<file path="src/rtl/tod_pkg.sv">
package tod_pkg;
    localparam int TOD_WORD_W       = 32;
    localparam int TOD_CNT_W        = 64;
    localparam int TOD_WIDE_INC_W   = 31;
    localparam int TOD_NARROW_INC_W = 24;
    localparam int TOD_PER_LSB      = 24;
    localparam int TOD_PER_W        = 8;

    typedef enum logic [1:0] {
        TOD_A_INCR = 2'd0,
        TOD_A_LOW  = 2'd1,
        TOD_A_HIGH = 2'd2,
        TOD_A_NONE = 2'd3
    } tod_addr_e;
endpackage

</file>
<file path="src/rtl/tod_regif.sv">
module tod_regif
    import tod_pkg::*;
#(
    parameter bit                    NARROW   = 1'b0,
    parameter logic [TOD_WORD_W-1:0] RST_INCR = 32'h6666_6666
) (
    input  logic                  clk,
    input  logic                  rst_n,
    input  logic                  reg_wr,
    input  logic                  reg_rd,
    input  logic [1:0]            reg_addr,
    input  logic [TOD_WORD_W-1:0] reg_wdata,
    input  logic [TOD_CNT_W-1:0]  count_i,
    output logic [TOD_WORD_W-1:0] reg_rdata,
    output logic [TOD_WORD_W-1:0] incr_reg_o,
    output logic                  incr_wr_o,
    output logic                  load_o,
    output logic [TOD_CNT_W-1:0]  load_val_o,
    output logic [TOD_WORD_W-1:0] shadow_o
);
    localparam logic [TOD_WORD_W-1:0] INCR_MASK =
        NARROW ? {TOD_WORD_W{1'b1}}
               : TOD_WORD_W'((64'd1 << TOD_WIDE_INC_W) - 64'd1);

    typedef struct packed {
        logic [TOD_WORD_W-1:0] incr;
        logic [TOD_WORD_W-1:0] pend_low;
        logic [TOD_WORD_W-1:0] shadow;
        logic [TOD_WORD_W-1:0] rdata;
    } regif_st_t;

    regif_st_t st_d, st_q;
    tod_addr_e addr;

    assign addr = tod_addr_e'(reg_addr);

    always_comb begin
        st_d = st_q;
        if (reg_wr) begin
            case (addr)
                TOD_A_INCR: st_d.incr     = reg_wdata & INCR_MASK;
                TOD_A_LOW:  st_d.pend_low = reg_wdata;
                default: ;
            endcase
        end
        if (reg_rd) begin
            case (addr)
                TOD_A_INCR: st_d.rdata = st_q.incr;
                TOD_A_LOW: begin
                    st_d.rdata  = count_i[TOD_WORD_W-1:0];
                    st_d.shadow = count_i[TOD_CNT_W-1:TOD_WORD_W];
                end
                TOD_A_HIGH: st_d.rdata = st_q.shadow;
                default:    st_d.rdata = '0;
            endcase
        end
    end

    always_ff @(posedge clk) begin
        if (!rst_n) begin
            st_q.incr     <= RST_INCR & INCR_MASK;
            st_q.pend_low <= '0;
            st_q.shadow   <= '0;
            st_q.rdata    <= '0;
        end else begin
            st_q <= st_d;
        end
    end

    assign reg_rdata  = st_q.rdata;
    assign incr_reg_o = st_q.incr;
    assign shadow_o   = st_q.shadow;
    assign incr_wr_o  = reg_wr && (addr == TOD_A_INCR);
    assign load_o     = reg_wr && (addr == TOD_A_HIGH);
    assign load_val_o = {reg_wdata, st_q.pend_low};
endmodule

</file>
<file path="src/rtl/tod_step.sv">
module tod_step
    import tod_pkg::*;
#(
    parameter bit NARROW = 1'b0
) (
    input  logic                  clk,
    input  logic                  rst_n,
    input  logic [TOD_WORD_W-1:0] incr_reg,
    input  logic                  restart,
    output logic                  step_o,
    output logic [TOD_CNT_W-1:0]  addend_o
);
    generate
        if (NARROW) begin : g_narrow
            typedef struct packed {
                logic [TOD_PER_W-1:0] cnt;
            } div_st_t;

            div_st_t              div_d, div_q;
            logic [TOD_PER_W-1:0] period;
            logic                 due;

            assign period   = incr_reg[TOD_PER_LSB +: TOD_PER_W];
            assign due      = (period != '0) && (div_q.cnt >= (period - TOD_PER_W'(1)));
            assign addend_o = TOD_CNT_W'(incr_reg[TOD_NARROW_INC_W-1:0]);
            assign step_o   = due;

            always_comb begin
                div_d = div_q;
                if (restart || period == '0 || due) begin
                    div_d.cnt = '0;
                end else begin
                    div_d.cnt = div_q.cnt + TOD_PER_W'(1);
                end
            end

            always_ff @(posedge clk) begin
                if (!rst_n) div_q <= '0;
                else        div_q <= div_d;
            end
        end else begin : g_wide
            logic unused_wide;
            assign unused_wide = &{1'b0, clk, rst_n, restart, incr_reg[TOD_WORD_W-1]};
            assign step_o      = 1'b1;
            assign addend_o    = TOD_CNT_W'(incr_reg[TOD_WIDE_INC_W-1:0]);
        end
    endgenerate
endmodule

</file>
<file path="src/rtl/tod_accum.sv">
module tod_accum
    import tod_pkg::*;
(
    input  logic                 clk,
    input  logic                 rst_n,
    input  logic                 step,
    input  logic [TOD_CNT_W-1:0] addend,
    input  logic                 load,
    input  logic [TOD_CNT_W-1:0] load_val,
    output logic [TOD_CNT_W-1:0] count_o
);
    typedef struct packed {
        logic [TOD_CNT_W-1:0] count;
    } acc_st_t;

    acc_st_t acc_d, acc_q;

    always_comb begin
        acc_d = acc_q;
        if (load)      acc_d.count = load_val;
        else if (step) acc_d.count = acc_q.count + addend;
    end

    always_ff @(posedge clk) begin
        if (!rst_n) acc_q <= '0;
        else        acc_q <= acc_d;
    end

    assign count_o = acc_q.count;
endmodule

</file>
<file path="src/rtl/tod_counter.sv">
module tod_counter
    import tod_pkg::*;
#(
    parameter bit          NARROW   = 1'b0,
    parameter logic [31:0] RST_INCR = NARROW ? 32'h01CC_CCCC : 32'h6666_6666
) (
    input  logic        clk,
    input  logic        rst_n,
    input  logic        reg_wr,
    input  logic        reg_rd,
    input  logic [1:0]  reg_addr,
    input  logic [31:0] reg_wdata,
    output logic [31:0] reg_rdata
);
    logic [TOD_CNT_W-1:0]  count_w;
    logic [TOD_CNT_W-1:0]  addend_w;
    logic [TOD_CNT_W-1:0]  load_val_w;
    logic [TOD_WORD_W-1:0] incr_w;
    logic [TOD_WORD_W-1:0] shadow_w;
    logic                  incr_wr_w;
    logic                  load_w;
    logic                  step_w;

    tod_regif #(.NARROW(NARROW), .RST_INCR(RST_INCR)) u_regif (
        .clk        (clk),
        .rst_n      (rst_n),
        .reg_wr     (reg_wr),
        .reg_rd     (reg_rd),
        .reg_addr   (reg_addr),
        .reg_wdata  (reg_wdata),
        .count_i    (count_w),
        .reg_rdata  (reg_rdata),
        .incr_reg_o (incr_w),
        .incr_wr_o  (incr_wr_w),
        .load_o     (load_w),
        .load_val_o (load_val_w),
        .shadow_o   (shadow_w)
    );

    tod_step #(.NARROW(NARROW)) u_step (
        .clk      (clk),
        .rst_n    (rst_n),
        .incr_reg (incr_w),
        .restart  (incr_wr_w),
        .step_o   (step_w),
        .addend_o (addend_w)
    );

    tod_accum u_accum (
        .clk      (clk),
        .rst_n    (rst_n),
        .step     (step_w),
        .addend   (addend_w),
        .load     (load_w),
        .load_val (load_val_w),
        .count_o  (count_w)
    );
endmodule

</file>
<file path="config.mk">
export PLATFORM = sky130hd
export DESIGN_NAME = tod_counter
export DESIGN_NICKNAME = d
export VERILOG_FILES = /design/src/rtl/tod_pkg.sv /design/src/rtl/tod_regif.sv /design/src/rtl/tod_step.sv /design/src/rtl/tod_accum.sv /design/src/rtl/tod_counter.sv
export SDC_FILE = /design/constraint.sdc
export NUM_CORES = 1
export LEC_CHECK = 0
export BUFFER_PORTS_ARGS = -buffer_cell sky130_fd_sc_hd__buf_2
export CELL_PAD_IN_SITES_DETAIL_PLACEMENT = 1
export CELL_PAD_IN_SITES_GLOBAL_PLACEMENT = 1
export CORE_MARGIN = 3
export CORE_UTILIZATION = 45
export DETAILED_ROUTE_END_ITERATION = 6
export GPL_ROUTABILITY_DRIVEN = 0
export MAX_ROUTING_LAYER = met4
export PLACE_DENSITY_LB_ADDON = 0.1
export SETUP_SLACK_MARGIN = 0.02
export SYNTH_ARGS = -nofsm -noshare
export SYNTH_HDL_FRONTEND = slang
export SYNTH_SLANG_ARGS = --single-unit
</file>
<file path="constraint.sdc">
create_clock -name clk -period 4.4 [get_ports clk]
set_input_delay 0.88 -clock clk [delete_from_list [all_inputs] [get_ports clk]]
set_output_delay 0.88 -clock clk [all_outputs]
set_load 0.02 [all_outputs]
</file>
# After elaboration in Yosys (flattened, before gate mapping)
# Cells that the tools add are included.
# W data, S select, Z words.
# classes
reduce_logical	5
muxes	2
add_sub_neg	1
eq_ne	2
# op_table
operator	count
$pmux W32 S3	1
$add A64 B31 Y64	1
$mux W64	1
$reduce_and A2 Y1	3
$eq A2 B1 Y1 const B	1
$eq A2 B2 Y1 const B	1
$logic_not A2 Y1	1
$logic_and A1 B1 Y1	1
# totals
output_inout_bits	32
register_bits	191
elab_cells	15
inputBits	38

# Longest topological paths before layout
# logic_depth
word_depth	3
ltp_mapped	11
depth_no_buf	10

# Cells and area by module
# From an unflattened synthesis, not the netlist that was laid out.
# hier_totals
hier_cells	1614
hier_area_um2	12609.6
# by_module_without_submodules
module	cells_each	instances	seq_area_each_um2	area_per_inst_um2
tod_accum	880	1	1281.2	6512.5
tod_regif	667	1	2542.4	5601.6
tod_step	67	1	0.0	495.5

# Worst setup path before layout
# OpenSTA, ideal clock, no wires.
# synth_path
path_type	reg-to-reg
from	reg u_accum.acc_q (netlist bit u_accum.count_o[0])
to	reg u_accum.acc_q (netlist bit u_accum.count_o[44])
path_slack_ns	1.654
synth_period_minus_slack_ns	2.746
required_time_ns	4.264
setup_time_ns	0.136
n_path_buf	1
stages_incl_launch_ff	12
arrival_time_ns	2.609
path_cell_list	dfxtp_1 ha_1 fa_1 a21oi_1 o211ai_1 a211oi_2 o21ai_1 a21oi_1 o22a_1 clkbuf_1 or3_1 a31oi_1
# synth_via
elab_chain_cells	2
# synth_lines
element	line_no	text
start, declared	tod_accum.sv:16	acc_st_t acc_d, acc_q;
start signal, assigned	tod_accum.sv:25	if (!rst_n) acc_q <= '0;
start signal, assigned	tod_accum.sv:26	else acc_q <= acc_d;
$add A64 B31 Y64	tod_accum.sv:21	else if (step) acc_d.count = acc_q.count + addend;
$mux W64	tod_accum.sv:20	if (load) acc_d.count = load_val;
# Every way passes these cells.
# A chain may end at the register's enable or synchronous reset.

# Final worst setup path
# layout_path
from	reg u_accum.acc_q (netlist bit u_accum.count_o[0])
to	reg u_accum.acc_q (netlist bit u_accum.count_o[40])
# The elaborated chain is that of the path after synthesis.

==> results <==
- The clock root buffer master is sky130_fd_sc_hd__clkbuf_16.
- The flow ran to the end, and the final reports show no timing, DRC or antenna violations.
- At the pin with the least slew margin, the transition time is 1.130 ns.
- The number of rows in the core area is 52.
- The via count of the first global-routing pass is 9022.
- The port buffer count is 69.
- The clock sink count is 191.
- Counting the buffers created by CTS gives 17.
- The die area is 23280 um^2.
- The first TritonRoute pass finished after 5 iterations.
- Power comes to 4.704 mW.
- Of all flip-flops after synthesis, the portion carrying an async set or reset was 0%.
- The first-pass GRT wire length is 51720 um.
- After synthesis, the netlist uses 58 different library cells.
- Yosys mapped a number of flops with a built-in enable equal to 0.
- Dividing total power by cell area gives a power density of 437.8 nW/um^2.
- The final-report hold violation count came to 0.
- The worst min-delay path category is reg -> reg.
- The worst setup path category is reg -> reg.
- Once detail routing completed, the nets flagged for antenna violations numbered 0.
- The instance count of the mapped netlist is 1261.
- The beginning of the critical path is u_accum.count_o[0].
- The worst register-to-register path has a setup slack of 1.0 ns.
- Summing the areas of all compound-gate instances in the mapped netlist gives 23.23% of the synthesized area.
- The maximum VDD drop is 0.0002734 V.
- Summed over all nets, wire length on met3 after detailed routing comes to 3104 um.
- TritonCTS built the clock tree.
- The share of synthesized area in the top cell type comes to 39.54%.
- Based on the critical path, the design can be clocked at up to 293.7 MHz.
- The final net count is 1341.
- Summing the areas of all and, or, nand and nor instances in the mapped netlist gives 22.53% of the synthesized area.
- The via count is 9371.
- Once placement finished, the instance area stood at 10120 um^2.
- By area, the combinational part of the netlist is dominated by compound AO/OA/AOI/OAI gates.
- By area the synthesized netlist is led by sky130_fd_sc_hd__dfxtp_1, sky130_fd_sc_hd__nand2_1, sky130_fd_sc_hd__a21oi_1.
- The synthesized netlist occupies a cell area of 9669 um^2.
- The count of routing violations after the opening detailed-route iteration is 963.
- The post-route clock period utilization is 77.38%.
- The count of H-tree levels built during CTS is 4.
- The clock period could shrink to 3.405 ns.
- STA classifies the critical path endpoint as a register.
- Once layout is done, the placed cells without fillers occupy 10740 um^2.
- Setup repair after global routing left no endpoint under its margin.
- In this run the tightest slew margin relative to its limit is 24.47%.
- The finished layout holds 1554 standard cells, fillers aside.
- The maximum net fanout on the critical path is 14.
- Dividing the detail-routed via count by the number of cells gives 6.030.
- The height of the chip is 152.6 um.
- The sequential share of the synthesized area is 39.54%.
- In this run, synthesis produced a sequential element count of 191.
- The total overflow left after global routing is 0.
- STA classifies the critical path startpoint as a register.
- The number of buffers on the longest clock path is 2.
- The number of max-slew violations in the final report is 0.
- In the layout the commonest cells are sky130_fd_sc_hd__nand2_1, sky130_fd_sc_hd__dfxtp_1, sky130_fd_sc_hd__a21oi_1.
- For this block, the routed nets add up to 33200 um of wire.
- For this configuration, the core starts out at a cell density of 46.73%.
- The post-synthesis average cell area is 7.668 um^2.
- Pin placement for this block handled 70 I/O pins.
- The initial antenna violation count was 0.
- The number of hold buffers added after CTS was 0.
- 0 antenna diodes ended up in the layout.
- Clock-pin slew was measured on the worst setup and hold paths at 0.07 ns.
- The number of inserted filler cells in the final layout is 2625.
- Data on the critical path arrives at its endpoint at 3.77 ns.
- The number of setup violations in the final report is 0.
- The global-route total usage across every layer is 28.71%.
- The worst hold path begins at u_regif.shadow_o[14].
- For this run, design rule violations remaining after detail routing come to 0.
- The share of cells above drive strength 1 is 10.36%.
- The wire length the detailed router placed on met1 is 15940 um.
- Across the routed clock network, the largest skew measured is 0.009209 ns.
- The startpoint identified for the worst register-to-register timing path is u_accum.count_o[0].
- Cells fill 51.92% of the core in the end.
- The net count after synthesis is 1331.
- The xor-xnor portion of the synthesized cell area is 2.717%.
- Entering global routing, the biggest net connects 67 pins.
- Buffers added to address setup during post-CTS repair amount to 0.
- The area added between synthesis and finish is 11.10%.
- In this run the static leakage power is 4.174 nW.
- The synthesized-area fraction occupied by adder cells is 4.218%.
- After legalization and detailed placement, the total HPWL measured 23560 um.
- Summed over all nets, wire length on met2 after detailed routing comes to 13600 um.
- For the final routed database, the setup TNS stands at 0 ns.
- Once the clock tree was built, the resizer swapped 0 gates to a different size.
- The most used flip-flop cell after synthesis is sky130_fd_sc_hd__dfxtp_1.
- Data on the critical path is required at its endpoint by 4.76 ns.
- The library cell used most frequently in the layout, excluding fill and tap cells, is sky130_fd_sc_hd__nand2_1.
- Dividing the detail-routed wire length by the instance count gives 21.36 um.
- The count of warnings emitted by yosys is 0.
- Once placement completed, the tool counted placed cells totaling 1522.
- The core region is 20690 um^2.
- Measured along the x axis, the die boundary spans 152.6 um.
- Across the run, the number of max-cap violations was 0.
- sky130_fd_sc_hd__dfxtp_1 takes more of the synthesized area than any other cell.
- The share of synthesized area spent on multiplexers is 3.623%.
- The highest metal layer used by the detailed router is met4.
- The clock network latency to the later pin of the worst-skew pair is 0.45 ns.
-- report_power, final --
part	switching (mW)	internal, mW
Sequential	0.122	1.86
Combinational	0.659	0.399
Clock	0.791	0.872
Total	1.57	3.13
-- routing by layer --
| metal | up-vias | GRT usage (%) |
|---|---|---|
| li1 | 4473 | - |
| met2 | 357 | 39.30 |
| met5 | - | - |
| met3 | 41 | 5.027 |
| met1 | 4500 | 43.36 |
| met4 | 0 | 7.467 |
-- flip-flops by register name, summed over array words and instances, names as in the netlist --
signal / flops
u_regif.incr_reg_o: 31
u_regif.load_val_o: 32
u_regif.shadow_o: 32
u_regif.reg_rdata: 32
u_accum.count_o: 64
-- logic make-up (layout without fill, tap and decap cells) --
kind of cell | after synthesis | after routing
AOI/OAI and AO/OA | 369 | 369
xor gates and xnor gates | 30 | 30
adders and majority gates | 32 | 32
buffers and inverters | 106 | 129
DFF | 191 | 191
muxes | 35 | 35
and+or+nand+nor | 498 | 498
-- synthesized netlist by cell type, drive strengths merged, types with 4 or more instances --
| cell | instances |
|---|---|
| a2111oi | 4 |
| a211oi | 43 |
| a21o | 26 |
| a21oi | 174 |
| a31oi | 18 |
| and2 | 7 |
| and3 | 9 |
| and4 | 7 |
| buf | 13 |
| clkbuf | 80 |
| dfxtp | 191 |
| ha | 31 |
| inv | 13 |
| mux2i | 35 |
| nand2 | 274 |
| nand3 | 50 |
| nand4 | 17 |
| nor2 | 89 |
| nor2b | 4 |
| nor3 | 6 |
| nor4 | 5 |
| o211ai | 8 |
| o21ai | 54 |
| o21bai | 8 |
| o31ai | 9 |
| or3 | 19 |
| or4 | 4 |
| xnor2 | 25 |
| xor2 | 5 |
-- per-stage QoR --
| step | setup WS (ns) | hold slack [ns] |
|---|---|---|
| 2_1_floorplan | 1.654 | 0.4321 |
| 3_3_place_gp | 1.276 | 0.4431 |
| 3_5_place_dp | 1.122 | 0.4484 |
| 4_1_cts | 1.029 | 0.4595 |
| 5_1_grt | 0.7275 | 0.4672 |
| 6_report | 0.9952 | 0.4579 |
-- worst max-delay path: stages, from the launching register on --
cell and delay (ns):
sky130_fd_sc_hd__dfxtp_1 0.32, sky130_fd_sc_hd__ha_1 0.23, sky130_fd_sc_hd__fa_1 0.41, sky130_fd_sc_hd__a21oi_1 0.22, sky130_fd_sc_hd__o211ai_1 0.17, sky130_fd_sc_hd__a211oi_2 0.54, sky130_fd_sc_hd__o21ai_1 0.21, sky130_fd_sc_hd__a21oi_1 0.36
sky130_fd_sc_hd__o22a_1 0.49, sky130_fd_sc_hd__o21ai_0 0.16, sky130_fd_sc_hd__a31oi_1 0.20
-- final cells by class --
class	instances	area, um^2	area share [%]
Inverter	13	51.30	0.4775
Clock buffer	17	425.4	3.960
Tap cell	270	337.8	3.145
Sequential cell	191	3824	35.59
Multi-Input combinational cell	964	5454	50.77
Clock inverter	15	192.7	1.794
Timing Repair Buffer	84	457.9	4.263
-- path summary, 6_finish.rpt --
check / depth (start not counted) / end
setup / recovery: 10 / u_accum.count_o[40]
hold / removal: 2 / u_regif.shadow_o[14]
setup reg to reg: 10 / u_accum.count_o[40]
hold reg to reg: 2 / u_regif.shadow_o[14]
Note: power is estimated with default switching activity, not from simulation.
